--- config.mk ---
export PLATFORM = sky130hd
export DESIGN_NAME = pkt_stream_src
export DESIGN_NICKNAME = d
export VERILOG_FILES = /design/src/rtl/pkt_src_pkg.sv /design/src/rtl/pkt_src_ctrl.sv /design/src/rtl/pkt_src_dpath.sv /design/src/rtl/pkt_stream_src.sv
export SDC_FILE = /design/constraint.sdc
export NUM_CORES = 1
export LEC_CHECK = 0
export BUFFER_PORTS_ARGS = -buffer_cell sky130_fd_sc_hd__buf_2
export CELL_PAD_IN_SITES_DETAIL_PLACEMENT = 1
export CELL_PAD_IN_SITES_GLOBAL_PLACEMENT = 2
export CORE_MARGIN = 2
export CORE_UTILIZATION = 35
export DETAILED_ROUTE_END_ITERATION = 7
export PLACE_DENSITY_LB_ADDON = 0.1
export SKIP_CTS_REPAIR_TIMING = 1
export SLEW_MARGIN = 0
export SYNTH_ARGS = -nofsm -noshare
export SYNTH_HDL_FRONTEND = slang
export SYNTH_HIERARCHICAL = 1
export SYNTH_SLANG_ARGS = --single-unit
--- constraint.sdc ---
create_clock -name clk -period 4.5 [get_ports clk]
set_input_delay 0.225 -clock clk [delete_from_list [all_inputs] [get_ports clk]]
set_output_delay 0.225 -clock clk [all_outputs]
set_load 0.02 [all_outputs]
--- src/rtl/pkt_src_pkg.sv ---
package pkt_src_pkg;
  localparam int LFSR_W = 16;
  localparam logic [LFSR_W-1:0] LFSR_SEED = 16'hACE1;

  typedef enum logic [1:0] {
    PAT_UP   = 2'd0,
    PAT_DOWN = 2'd1,
    PAT_ONES = 2'd2,
    PAT_LFSR = 2'd3
  } patSel_e;

  typedef struct packed {
    logic load;  // packet accepted: latch pattern, seed LFSR
    logic step;  // non-final beat consumed: advance LFSR
  } srcStrobe_t;
endpackage

--- src/rtl/pkt_src_ctrl.sv ---
module pkt_src_ctrl
  import pkt_src_pkg::*;
#(
  parameter int LEN_W = 12
) (
  input  logic             clk,
  input  logic             rstN,
  input  logic             start,
  input  logic [LEN_W-1:0] lenIn,
  input  logic             ready,
  output logic             valid,
  output logic             last,
  output logic             busy,
  output logic             done,
  output logic [LEN_W-1:0] beatCnt,
  output logic [LEN_W-1:0] lastIdx,
  output srcStrobe_t       strobe
);
  logic busyQ, doneQ, fire;
  logic [LEN_W-1:0] cntQ, lastQ;

  assign valid   = busyQ;
  assign busy    = busyQ;
  assign done    = doneQ;
  assign last    = busyQ && (cntQ == lastQ);
  assign fire    = busyQ && ready;
  assign beatCnt = cntQ;
  assign lastIdx = lastQ;

  always_comb begin
    strobe.load = !busyQ && start;
    strobe.step = fire && !last;
  end

  always_ff @(posedge clk) begin
    if (!rstN) begin
      busyQ <= 1'b0;
      doneQ <= 1'b0;
      cntQ  <= '0;
      lastQ <= '0;
    end else begin
      doneQ <= 1'b0;
      if (strobe.load) begin
        busyQ <= 1'b1;
        cntQ  <= '0;
        lastQ <= (lenIn == '0) ? '0 : lenIn - 1'b1;
      end else if (fire) begin
        if (last) begin
          busyQ <= 1'b0;
          doneQ <= 1'b1;
        end else begin
          cntQ <= cntQ + 1'b1;
        end
      end
    end
  end

  p_last_valid_r3: assert property (@(posedge clk) disable iff (!rstN)
    last |-> valid);
  p_no_gap_r4: assert property (@(posedge clk) disable iff (!rstN)
    (valid && ready && !last) |=> valid);
  p_start_r2: assert property (@(posedge clk) disable iff (!rstN)
    (!busy && start) |=> (busy && valid));
  p_done_pulse_r11: assert property (@(posedge clk) disable iff (!rstN)
    (valid && ready && last) |=> (done && !busy));
  p_done_single_r11: assert property (@(posedge clk) disable iff (!rstN)
    done |=> !done);
endmodule

--- src/rtl/pkt_src_dpath.sv ---
module pkt_src_dpath
  import pkt_src_pkg::*;
#(
  parameter int DATA_W = 32,
  parameter int LEN_W  = 12
) (
  input  logic              clk,
  input  logic              rstN,
  input  srcStrobe_t        strobe,
  input  logic [1:0]        patSel,
  input  logic [LEN_W-1:0]  beatCnt,
  input  logic [LEN_W-1:0]  lastIdx,
  output logic [DATA_W-1:0] data
);
  localparam int CNT_PAD  = DATA_W - LEN_W;
  localparam int LFSR_PAD = DATA_W - LFSR_W;

  patSel_e patQ;
  logic [LFSR_W-1:0] lfsrQ;
  logic [LEN_W-1:0]  downCnt;

  assign downCnt = lastIdx - beatCnt;

  always_ff @(posedge clk) begin
    if (!rstN) begin
      patQ  <= PAT_UP;
      lfsrQ <= LFSR_SEED;
    end else if (strobe.load) begin
      patQ  <= patSel_e'(patSel);
      lfsrQ <= LFSR_SEED;
    end else if (strobe.step) begin
      lfsrQ <= {lfsrQ[LFSR_W-2:0], lfsrQ[15] ^ lfsrQ[13] ^ lfsrQ[12] ^ lfsrQ[10]};
    end
  end

  always_comb begin
    unique case (patQ)
      PAT_UP:   data = {{CNT_PAD{1'b0}}, beatCnt};
      PAT_DOWN: data = {{CNT_PAD{1'b0}}, downCnt};
      PAT_ONES: data = '1;
      default:  data = {{LFSR_PAD{1'b0}}, lfsrQ};
    endcase
  end
endmodule

--- src/rtl/pkt_stream_src.sv ---
module pkt_stream_src
  import pkt_src_pkg::*;
#(
  parameter int DATA_W = 32,
  parameter int LEN_W  = 12
) (
  input  logic              clk,
  input  logic              rstN,
  input  logic              start,
  input  logic [LEN_W-1:0]  lenIn,
  input  logic [1:0]        patSel,
  output logic              mTvalid,
  input  logic              mTready,
  output logic [DATA_W-1:0] mTdata,
  output logic              mTlast,
  output logic              busy,
  output logic              done
);
  srcStrobe_t strobe;
  logic [LEN_W-1:0] beatCnt, lastIdx;

  pkt_src_ctrl #(.LEN_W(LEN_W)) uCtrl (
    .clk(clk), .rstN(rstN), .start(start), .lenIn(lenIn), .ready(mTready),
    .valid(mTvalid), .last(mTlast), .busy(busy), .done(done),
    .beatCnt(beatCnt), .lastIdx(lastIdx), .strobe(strobe)
  );

  pkt_src_dpath #(.DATA_W(DATA_W), .LEN_W(LEN_W)) uDpath (
    .clk(clk), .rstN(rstN), .strobe(strobe), .patSel(patSel),
    .beatCnt(beatCnt), .lastIdx(lastIdx), .data(mTdata)
  );

  p_stall_hold_r5: assert property (@(posedge clk) disable iff (!rstN)
    (mTvalid && !mTready) |=> (mTvalid && $stable(mTdata) && $stable(mTlast)));
  p_idle_quiet_r1: assert property (@(posedge clk) disable iff (!rstN)
    !busy |-> (!mTvalid && !mTlast));
endmodule

==> impl_metrics.env <==
export IMPL_ys_seq_area_share_pct=29.0
export IMPL_synth_area_leader_cell="dfxtp_1"
export IMPL_seq_area_um2=881
export IMPL_cts_buffer_depth=2
export IMPL_syn2layout_area_growth_pct=11.6
export IMPL_vias_per_cell=5.27
export IMPL_die_area_um2=9430
export IMPL_core_um2=8300
export IMPL_path_max_fanout=7
export IMPL_num_vias=2717
export IMPL_h_tree_depth=2
export IMPL_r2r_cells=6
export IMPL_path_cells="ha_1, inv_1, fa_1, a21o_1, a21oi_1, o21ai_0, o41ai_1, xor2_1, a21oi_1, buf_2"
export IMPL_p_per_area_nw_per_um2=304
export IMPL_criticalPathCategory="register to output port"
export IMPL_yosys_register_bits=44
export IMPL_synth_edff_count=0
export IMPL_dp_hpwl_um=6630
export IMPL_async_reset_ff_share_pct=0
export IMPL_grt_use_total_pct=18.4
export IMPL_finalSetupTns_ns=0
export IMPL_synth_cells=377
export IMPL_synth_compound_area_share_pct=20.0
export IMPL_yosys_warnings=6
export IMPL_setup_violations_final=0
export IMPL_drc=0
export IMPL_yosys_top_cells_area="dfxtp_1, ha_1, mux2i_1"
export IMPL_hold_viol=0
export IMPL_synthAdderAreaFrac_pct=6.44
export IMPL_r2r_end="uDpath/lfsrQ[0]"
export IMPL_cp_end_kind="output port"
export IMPL_hold_depth=2
export IMPL_worstHoldEndpoint="uCtrl/busy"
export IMPL_multi_input_area_um2=1880
export IMPL_rrSetupSlack_ns=1.86
export IMPL_crit_slowest_cell="dfxtp_1"
export IMPL_synth_top_cell_area_share_pct=29.0
export IMPL_synth_xor_area_share_pct=8.95
export IMPL_num_fill_cells=1044
export IMPL_drt_total_wl_um=8420
export IMPL_synthSimpleGateAreaFrac_pct=21.5
export IMPL_period_minus_slack_ns=3.09
export IMPL_cts_tree="built"
export IMPL_grt_max_degree=24
export IMPL_fin_worst_skew_ns=0.00653
export IMPL_grt_overflow=0
export IMPL_hp_start="mTready"
export IMPL_synth_most_common_cell="dfxtp_1"
export IMPL_leakage_nw=1.40
export IMPL_crit_path_start_kind="register"
export IMPL_grt_pass1_vias=2796
export IMPL_rr_startpoint="uCtrl/beatCnt[2]"
export IMPL_outcome="complete, no violations"
export IMPL_drv_slew=0
export IMPL_cp_arrival_ns=2.86
export IMPL_place_inst=508
export IMPL_start_util_pct=36.5
export IMPL_slew_headroom_pct=34.9
export IMPL_fin_nets=443
export IMPL_syn_area_per_cell_um2=8.04
export IMPL_rows=33
export IMPL_path_common_cell="a21oi_1"
export IMPL_die_width_um=97.1
export IMPL_io_buffers=53
export IMPL_drive_above_1_share_pct=16.8
export IMPL_fmax_mhz=324
export IMPL_ys_types=53
export IMPL_stdcell_count=516
export IMPL_ir_worst_vdd_uv=197
export IMPL_drt_initial_drc_count=55
export IMPL_dr_pass1_iters=4
export IMPL_cts_sinks=44
export IMPL_grt_pass1_wl_um=14200
export IMPL_numCtsBuffers=5
export IMPL_min_period_over_period_pct=68.6
export IMPL_synth_area_um2=3030
export IMPL_gp_congestion=0.848
export IMPL_synthFlopType="dfxtp_1"
export IMPL_wl_per_cell_um=16.3
export IMPL_worstHoldPathType="primary input to register"
export IMPL_clkTransAtPathRegs_ns=0.09
export IMPL_worst_pin_slew_ns=0.976
export IMPL_slowest_delay_ns=0.48
export IMPL_ant_nets=0
export IMPL_pin_count=54
export IMPL_cts_root_buf="clkbuf_8"
export IMPL_antenna_found_initial=0
export IMPL_synthTopCellsByCount="dfxtp_1, nand2_1, nor2_1, o21ai_0"
export IMPL_rsz0062_at_grt="false"
export IMPL_die_h_um=97.1
export IMPL_synth_mux_area_share_pct=5.28
export IMPL_worst_skew_pair_late_latency_ns=0.30
export IMPL_cap_violations=0
export IMPL_crit_required_ns=4.28
export IMPL_syn_nets=410
export IMPL_synth_top_family_by_area="simple AND/OR/NAND/NOR gates"
export IMPL_diodes=0
export IMPL_critPathLaunch="uCtrl/beatCnt[0]"
[power by group]
group / internal [mW] / total, mW / switching (mW)
logic: 0.105 / 0.268 / 0.163
clock network: 0.196 / 0.336 / 0.140
registers: 0.404 / 0.425 / 0.0207
[flip-flops by register name, indices dropped and copies added, names as in the netlist]
register       flops
uCtrl/beatCnt     12
uCtrl/busy         1
uCtrl/done         1
uCtrl/lastIdx     12
uDpath/lfsrQ      16
uDpath/patQ        2
[cells by family after synthesis]
group | after synthesis
compound gates | 91
buf+inv | 52
flops | 44
simple gates | 128
mux | 16
fa+ha+maj | 15
xor+xnor | 31
[how the worst max path moves through the flow]
stage                endpoint  cells past startpoint
CTS                 mTdata[8]                     10
floorplan           mTdata[8]                      9
global route        mTdata[8]                     10
detailed placement  mTdata[8]                     10
global placement    mTdata[8]                     10
finish              mTdata[8]                     10
[per-layer routing]
| metal | routed length [um] | GRT usage (%) | vias up |
|---|---|---|---|
| li1 | - | - | 1383 |
| met1 | 3980 | 23.8 | 1284 |
| met2 | 4070 | 32.6 | 43 |
| met3 | 298 | 3.02 | 7 |
| met4 | 72 | 3.47 | 0 |
| met5 | 0 | 0 | - |
[stage by stage]
| step | worst slack (ns) | hold WS, ns | utilization, % | area (um2) | power [mW] |
|---|---|---|---|---|---|
| floorplan | 1.95 | 0.332 | - | 3030 | 0.635 |
| global placement | 1.79 | 0.451 | 39.3 | 3260 | 0.700 |
| detailed placement | 1.74 | 0.451 | 39.3 | 3260 | 0.705 |
| CTS | 1.39 | 0.121 | 40.8 | 3380 | 1.04 |
| global route | 1.17 | 0.125 | 40.8 | 3380 | 1.09 |
| finish | 1.41 | 0.131 | 40.8 | 3380 | 1.03 |
[worst max-delay path, delay by kind of cell, from the launching register on]
kind | cells | cell delay, ns
compound gates | 5 | 1.08
fa+ha+maj | 2 | 0.64
flops | 1 | 0.48
xor+xnor | 1 | 0.12
buf+inv | 2 | 0.24
[area by class of cell]
class	count	share of cell area (%)
sequential	44	26.0
multi-input combinational	281	55.6
timing repair buffer	54	8.06
tap	105	3.88
clock buffer	7	2.85
clock inverter	1	0.887
inverter	24	2.66
[cell usage in the layout, fill, tap and decap left out, drive strengths merged, types with 2 or more instances in the layout]
cell type  count
nand3b         6
a21boi         2
o31ai          4
xor2          16
buf           54
dfxtp         44
clkbuf         7
and3           3
nand3         10
a21o           3
inv           24
nand2b         4
o31a           2
or4            5
o22a           4
a31o           3
or3            4
ha            14
nor2b          7
nor4           6
a21oi         25
o21a           6
xnor2         15
and2           3
nor3           8
nand2         38
nor2          25
mux2i         16
nand4          3
o21ai         25
o2111ai        2
o211ai         7
(Power assumes the default switching activity.)
